==> src/rtl/aop_exp_pkg.sv <==
package aop_exp_pkg;

  // Index of the source coefficient for bit k of a^(2^i) in the ring of
  // size w (w odd): the inverse of 2 modulo w, applied i times.
  function automatic int sq_src(int k, int i, int w);
    int idx;
    idx = k;
    for (int n = 0; n < i; n++) idx = (idx * ((w + 1) / 2)) % w;
    return idx;
  endfunction

  // Number of tree levels needed for a leaf count.
  function automatic int tree_depth(int leaves);
    int d;
    d = 0;
    while ((1 << d) < leaves) d++;
    return d;
  endfunction

endpackage

==> src/rtl/aop_square_bank.sv <==
module aop_square_bank #(
  parameter int M = 10
) (
  input  logic [M-1:0]          base,
  output logic [M-1:0][M:0]     powers
);
  import aop_exp_pkg::*;
  localparam int W = M + 1;

  logic [W-1:0] base_ext;
  assign base_ext = {1'b0, base};

  // Every power base^(2^i) is a fixed permutation of the extended base.
  for (genvar i = 0; i < M; i++) begin : g_pow
    for (genvar k = 0; k < W; k++) begin : g_bit
      localparam int SRC = sq_src(k, i, W);
      assign powers[i][k] = base_ext[SRC];
    end
  end
endmodule

==> src/rtl/aop_leaf_select.sv <==
module aop_leaf_select #(
  parameter int M  = 10,
  parameter int NL = 16
) (
  input  logic                   clk,
  input  logic                   rst_n,
  input  logic                   en,
  input  logic [M-1:0][M:0]      powers,
  input  logic [M-1:0]           exp_bits,
  output logic [NL-1:0][M:0]     leaves
);
  localparam int W = M + 1;
  localparam logic [W-1:0] UNIT = W'(1);

  always_ff @(posedge clk or negedge rst_n) begin
    if (!rst_n) begin
      leaves <= {NL{UNIT}};
    end else if (en) begin
      for (int i = 0; i < NL; i++) begin
        if (i < M && exp_bits[i % M]) leaves[i] <= powers[i % M];
        else                          leaves[i] <= UNIT;
      end
    end
  end

  // a zero exponent leaves only unit elements in the tree inputs
  a_r2_unit_leaves: assert property (@(posedge clk) disable iff (!rst_n)
    (en && exp_bits == '0) |=> (leaves == {NL{UNIT}}));
endmodule

==> src/rtl/aop_mul_pipe.sv <==
module aop_mul_pipe #(
  parameter int M = 10
) (
  input  logic        clk,
  input  logic        rst_n,
  input  logic        en,
  input  logic [M:0]  op_a,
  input  logic [M:0]  op_b,
  output logic [M:0]  prod
);
  localparam int W = M + 1;
  localparam int ACC = M + 1;   // accumulation stages, one per coefficient of op_b

  logic [W-1:0] a_pipe [1:M];
  logic [W-1:0] b_pipe [1:M];
  logic [W-1:0] c_pipe [1:ACC];

  function automatic logic [W-1:0] rot1(input logic [W-1:0] x);
    return {x[W-2:0], x[W-1]};
  endfunction

  for (genvar k = 1; k <= ACC; k++) begin : g_st
    if (k == 1) begin : g_first
      always_ff @(posedge clk or negedge rst_n) begin
        if (!rst_n) begin
          a_pipe[1] <= '0;
          b_pipe[1] <= '0;
          c_pipe[1] <= '0;
        end else if (en) begin
          a_pipe[1] <= rot1(op_a);
          b_pipe[1] <= op_b >> 1;
          c_pipe[1] <= op_a & {W{op_b[0]}};
        end
      end
    end else if (k <= M) begin : g_mid
      always_ff @(posedge clk or negedge rst_n) begin
        if (!rst_n) begin
          a_pipe[k] <= '0;
          b_pipe[k] <= '0;
          c_pipe[k] <= '0;
        end else if (en) begin
          a_pipe[k] <= rot1(a_pipe[k-1]);
          b_pipe[k] <= b_pipe[k-1] >> 1;
          c_pipe[k] <= c_pipe[k-1] ^ (a_pipe[k-1] & {W{b_pipe[k-1][0]}});
        end
      end
    end else begin : g_last
      always_ff @(posedge clk or negedge rst_n) begin
        if (!rst_n) c_pipe[k] <= '0;
        else if (en) c_pipe[k] <= c_pipe[k-1] ^ (a_pipe[k-1] & {W{b_pipe[k-1][0]}});
      end
    end
  end

  // Fold the ring value into the field: adding the all-one polynomial
  // clears the top coefficient.
  always_ff @(posedge clk or negedge rst_n) begin
    if (!rst_n) prod <= '0;
    else if (en) begin
      if (c_pipe[ACC][W-1]) prod <= {1'b0, ~c_pipe[ACC][W-2:0]};
      else                  prod <= {1'b0,  c_pipe[ACC][W-2:0]};
    end
  end

  // a frozen pipeline keeps its product
  a_r6_freeze_product: assert property (@(posedge clk) disable iff (!rst_n)
    !en |=> $stable(prod));
endmodule

==> src/rtl/aop_mul_tree.sv <==
module aop_mul_tree #(
  parameter int M  = 10,
  parameter int D  = 4,
  parameter int NL = 16
) (
  input  logic                 clk,
  input  logic                 rst_n,
  input  logic                 en,
  input  logic [NL-1:0][M:0]   leaves,
  output logic [M:0]           root
);
  localparam int W = M + 1;

  for (genvar l = 0; l <= D; l++) begin : g_lv
    localparam int CNT = NL >> l;
    logic [CNT-1:0][W-1:0] nd;
    if (l == 0) begin : g_leaf
      assign nd = leaves;
    end else begin : g_mul
      for (genvar i = 0; i < CNT; i++) begin : g_node
        aop_mul_pipe #(.M(M)) u_mul (
          .clk   (clk),
          .rst_n (rst_n),
          .en    (en),
          .op_a  (g_lv[l-1].nd[2*i]),
          .op_b  (g_lv[l-1].nd[2*i+1]),
          .prod  (nd[i])
        );
      end
    end
  end

  assign root = g_lv[D].nd[0];
endmodule

==> src/rtl/aop_exp_tree.sv <==
module aop_exp_tree #(
  parameter int M = 10
) (
  input  logic          clk,
  input  logic          rst_n,
  input  logic          in_valid,
  output logic          in_ready,
  input  logic [M-1:0]  in_base,
  input  logic [M-1:0]  in_exp,
  output logic          out_valid,
  input  logic          out_ready,
  output logic [M-1:0]  out_data
);
  import aop_exp_pkg::*;
  localparam int W   = M + 1;
  localparam int D   = tree_depth(M);
  localparam int NL  = 1 << D;
  localparam int LAT = (M + 2) * D + 1;

  logic                  adv;
  logic [M-1:0][W-1:0]   powers;
  logic [NL-1:0][W-1:0]  leaves;
  logic [W-1:0]          root;
  logic [LAT-1:0]        vpipe;

  assign adv      = out_ready | ~out_valid;
  assign in_ready = adv;

  aop_square_bank #(.M(M)) u_sq (
    .base   (in_base),
    .powers (powers)
  );

  aop_leaf_select #(.M(M), .NL(NL)) u_sel (
    .clk      (clk),
    .rst_n    (rst_n),
    .en       (adv),
    .powers   (powers),
    .exp_bits (in_exp),
    .leaves   (leaves)
  );

  aop_mul_tree #(.M(M), .D(D), .NL(NL)) u_tree (
    .clk    (clk),
    .rst_n  (rst_n),
    .en     (adv),
    .leaves (leaves),
    .root   (root)
  );

  always_ff @(posedge clk or negedge rst_n) begin
    if (!rst_n)   vpipe <= '0;
    else if (adv) vpipe <= {vpipe[LAT-2:0], in_valid};
  end

  assign out_valid = vpipe[LAT-1];
  assign out_data  = root[M-1:0];

  // a refused result stays put
  a_r6_hold_out: assert property (@(posedge clk) disable iff (!rst_n)
    (out_valid && !out_ready) |=> (out_valid && $stable(out_data)));

  // the tree root is always in reduced form when presented
  a_r1_root_reduced: assert property (@(posedge clk) disable iff (!rst_n)
    out_valid |-> !root[W-1]);
endmodule

==> config.mk <==
export PLATFORM = sky130hd
export DESIGN_NAME = aop_exp_tree
export DESIGN_NICKNAME = d
export VERILOG_FILES = /design/src/rtl/aop_exp_pkg.sv /design/src/rtl/aop_square_bank.sv /design/src/rtl/aop_leaf_select.sv /design/src/rtl/aop_mul_pipe.sv /design/src/rtl/aop_mul_tree.sv /design/src/rtl/aop_exp_tree.sv
export SDC_FILE = /design/constraint.sdc
export NUM_CORES = 2
export LEC_CHECK = 0
export BUFFER_PORTS_ARGS = -buffer_cell sky130_fd_sc_hd__buf_2
export CORE_MARGIN = 2
export CORE_UTILIZATION = 60
export CTS_CLUSTER_DIAMETER = 120
export DETAILED_ROUTE_END_ITERATION = 12
export GPL_TIMING_DRIVEN = 0
export HOLD_SLACK_MARGIN = 0.15
export PLACE_DENSITY = 0.85
export SETUP_SLACK_MARGIN = 0.4
export SLEW_MARGIN = 20
export SYNTH_ARGS = -nofsm -noshare
export SYNTH_HDL_FRONTEND = slang
export SYNTH_SLANG_ARGS = --single-unit
==> constraint.sdc <==
create_clock -name clk -period 2.4 [get_ports clk]
set_clock_uncertainty 0.05 [all_clocks]
set_input_delay 0.12 -clock clk [delete_from_list [all_inputs] [get_ports clk]]
set_output_delay 0.12 -clock clk [all_outputs]
set_load 0.01 [all_outputs]
==> summary.txt <==
Yosys
  • Seq cells post-synth: roughly 2900
  • Syn Inst Count: between 9000 and 10000
  • Syn_area_per_cell: ~13 um^2
  • Number of synthesis warnings: 0
  • Post-synthesis sequential area ratio: between 50% and 60%
  • Netlist cell types: 19
  • Share of the synthesized area in the top cell type: 56.8%
  • Synthesized area: between 0.1 and 0.15 mm^2
  • Post-Syn Nets: 9441
  • Cell taking the most area after synthesis: dfrtp_1
  • Leading cell types by total area after synthesis: dfrtp_1, mux2_1, a21bo_2

Route
  • DR pass1 iterations: 8
  • Met1 wire length: 134 mm
  • Residual DRC: 0
  • Starting DRT DRC Count: roughly 8600
  • Via-per-instance ratio: 6.57
  • Vias: around 85000
  • Top sig layer: met5
  • Detail Route Antenna Nets: 0
  • Post-Route WL: approximately 360 mm
  • Wire per inst: around 28 um
  • Met2 wire length: ~170 mm
  • Metal3 WL: ~31 mm

Power and ir drop
  • IR drop worst, VDD: roughly 0.9 mV
  • P_leak: slightly above 60 nW
  • PD cells: 1040 mW/mm^2

Floorplan
  • Placement Rows: between 150 and 200
  • Ports: 36
  • Die width: between 400 and 500 um
  • Die Y: 463 um
  • Die area: about 0.21 mm^2
  • Initial Util: roughly 60%
  • Core area: around 0.21 mm^2

Layout
  • Post-route insts no fill: ~13000
  • Register area: 0.0720 mm^2
  • Layout area overhead: 13.8%
  • Nets: about 10000
  • Area of the multi-input gates: between 0.05 and 0.06 mm^2
  • Share of cells above drive strength 1: 22.8%
  • Finished Cell Area: around 0.14 mm^2
  • FILL cells: approximately 13000

Timing
  • Slew @ Worst Pin: around 1.3 ns
  • Final setup violation count: 14
  • Slew HR: 12.0%
  • Max Transition Viols Final: 0
  • Fin. Hold Viols: between 800 and 900
  • Fmax: 0.399 GHz
  • Hold WS: -0.951 ns
  • Period utilization: 104%
  • Fin crit period: 2.50 ns
  • RSZ-0062 raised after global routing: true
  • Setup TNS: -0.461 ns
  • Setup WS post-layout: -0.104 ns

Global routing
  • Initial antenna violation count: 25
  • Largest net degree at the start of global routing: ~150
  • GRT Residual Overflow: 0
  • First-pass GRT wire length: about 530 mm
  • Vias in the first global route: 86400
  • GRT Util Overall: about 32%

Critical path
  • R2R setup slack: -0.05 ns
  • Crit path capture type: primary output
  • FF-to-FF End: u_tree.g_lv[1].g_mul.g_node[4].u_mul.c_pipe[65]$_DFFE_PN0P_
  • Critical Path RT: 2.23 ns
  • Crit path max fanout: 4
  • CP arrival: ~2.3 ns
  • Crit Path Class: register to primary output
  • CP startpoint kind: register
  • RR Startpoint: vpipe[48]$_DFFE_PN0P_
  • R2R cell count: 5

Placed design
  • Dpl cell area: ~0.13 mm^2
  • Post-DP HPWL: between 200 and 250 mm
  • Worst slack, placed: -1.19 ns
  • GP Congestion: 0.931
  • I/O Buffers: 16
  • Placed Cells incl. Taps: ~12000

Min path
  • Worst hold path class: primary input to asynchronous set/reset pin

Clock tree
  • CTS root buf: clkbuf_16
  • Clk Latency, worst-skew pair: about 0.94 ns
  • Max Root-Sink Buffers: 4
  • H-tree depth: 5
  • Clock transition at the registers of the reported paths: around 0.06 ns
  • TritonCTS clock tree: yes
  • Number of CTS-inserted buffers: 299
  • Sink Count: ~2900

Run
  • Max Cap Viol: 0

Run status
  • Failing checks: hold timing, setup timing
  • Status: complete, but fails checks
==> cell usage after synthesis <==
master / instances
dfrtp_1: 2865
nand2b_1: 12
inv_2: 1
nor3b_1: 801
nand2_1: 209
mux2_1: 1447
dfstp_2: 10
a31oi_1: 801
a21bo_2: 801
nand3b_1: 1010
nor2b_4: 1
clkbuf_1: 392
mux2_2: 416
buf_6: 84
buf_2: 168
o21ai_0: 209
buf_4: 63
buf_1: 37
xor2_1: 90
==> state kept, by name, summed over array words and instances (netlist names) <==
name / count
u_sel.leaves: 100
u_tree.g_lv.g_mul.g_node.u_mul.a_pipe: 862
u_tree.g_lv.g_mul.g_node.u_mul.b_pipe: 433
u_tree.g_lv.g_mul.g_node.u_mul.c_pipe: 1319
u_tree.g_lv.g_mul.g_node.u_mul.prod: 112
vpipe: 49
==> routing by layer <==
layer	vias up	track usage, %
li1	35500	-
met1	44100	39.9
met2	3937	51.6
met3	1305	7.60
met4	14	21.3
met5	-	0
==> kinds of logic (layout without fill, tap and decap cells) <==
logic type,Yosys count,in the layout,synth area share [%]
flip-flops,2875,2875,57.0
AND/OR/NAND/NOR,2033,2033,11.5
multiplexers,1863,1863,16.6
AO/OA/AOI/OAI,1811,1811,11.2
buffers and inverters,745,1418,3.07
XOR/XNOR,90,90,0.625
other,0,14,0
==> worst max path at each step <==
stage / startpoint / endpoint / slack (ns) / cells past startpoint
global route: vpipe[48]$_DFFE_PN0P_ / in_ready / -0.11 / 7
finish: vpipe[48]$_DFFE_PN0P_ / in_ready / -0.10 / 7
detailed placement: rst_n / u_tree.g_lv[1].g_mul.g_node[1].u_mul.a_pipe[47]$_DFFE_PN0P_ / -1.19 / 6
global placement: rst_n / u_sel.leaves[24]$_DFFE_PN0P_ / -60.54 / 1
floorplan: vpipe[48]$_DFFE_PN0P_ / u_tree.g_lv[2].g_mul.g_node[0].u_mul.c_pipe[69]$_DFFE_PN0P_ / 0.74 / 6
CTS: vpipe[48]$_DFFE_PN0P_ / in_ready / -0.12 / 7
==> worst max-delay path: stages (launching register included) <==
cell and delay (ns):
dfrtp_2 0.49, nor2b_4 0.23, inv_4 0.07, buf_12 0.13, buf_12 0.14, buf_12 0.12
buf_12 0.12, buf_6 0.11
==> what timing repair did <==
item                                    CTS  global route
setup endpoints to repair              3394          3703
buffers inserted                         17            25
gates cloned                              3            31
gates resized for setup                 261           262
endpoints found under the hold margin   515           776
hold buffers                             40             5
==> report_power, final <==
| group | internal (W) | total, W | switching (W) |
|---|---|---|---|
| logic | 0.0165 | 0.0306 | 0.0141 |
| registers | 0.0611 | 0.0722 | 0.0111 |
| clock network | 0.0272 | 0.0463 | 0.0191 |
| total | 0.105 | 0.149 | 0.0443 |
==> stage by stage <==
step	power (W)	utilization, %
after detailed placement	0.101	62.3
final	0.149	68.6
after CTS	0.147	67.6
after floorplan	0.0894	-
after global routing	0.155	68.6
after global placement	0.0983	62.0
==> area by class of cell <==
| type | count | share of cell area [%] |
|---|---|---|
| antenna | 14 | 0.0244 |
| tap | 2805 | 2.44 |
| buffer | 744 | 3.56 |
| inverter | 1 | 0.00436 |
| multi-input combinational | 5797 | 35.3 |
| clock inverter | 67 | 0.546 |
| sequential | 2875 | 50.1 |
| timing repair buffer | 161 | 1.80 |
| clock buffer | 445 | 6.18 |
==> layout by cell type (no fill, tap or decap) <==
cell,Yosys,layout
clkbuf_2,0,54
buf_6,84,96
clkinv_4,0,2
mux2_4,0,99
clkbuf_1,392,376
buf_12,0,46
nand3b_1,1010,1010
dfrtp_2,0,1
dfstp_2,10,10
mux2_2,416,416
bufbuf_16,0,1
xor2_1,90,90
dfrtp_1,2865,2864
diode_2,0,14
inv_4,0,1
clkinv_2,0,38
buf_2,168,101
mux2_1,1447,1348
inv_8,0,1
clkbuf_4,0,19
o21ai_0,209,209
buf_4,63,110
buf_1,37,32
a31oi_1,801,801
nand2_1,209,209
clkbuf_8,0,86
buf_8,0,13
nand2b_1,12,12
dlygate4sd3_1,0,42
clkinvlp_4,0,3
nor3b_2,0,2
a21bo_2,801,801
nor3b_1,801,799
bufinv_16,0,16
buf_16,0,39
clkbuf_16,0,335
inv_6,0,7
nor2b_4,1,1
Power figures use the tool's default switching activity.
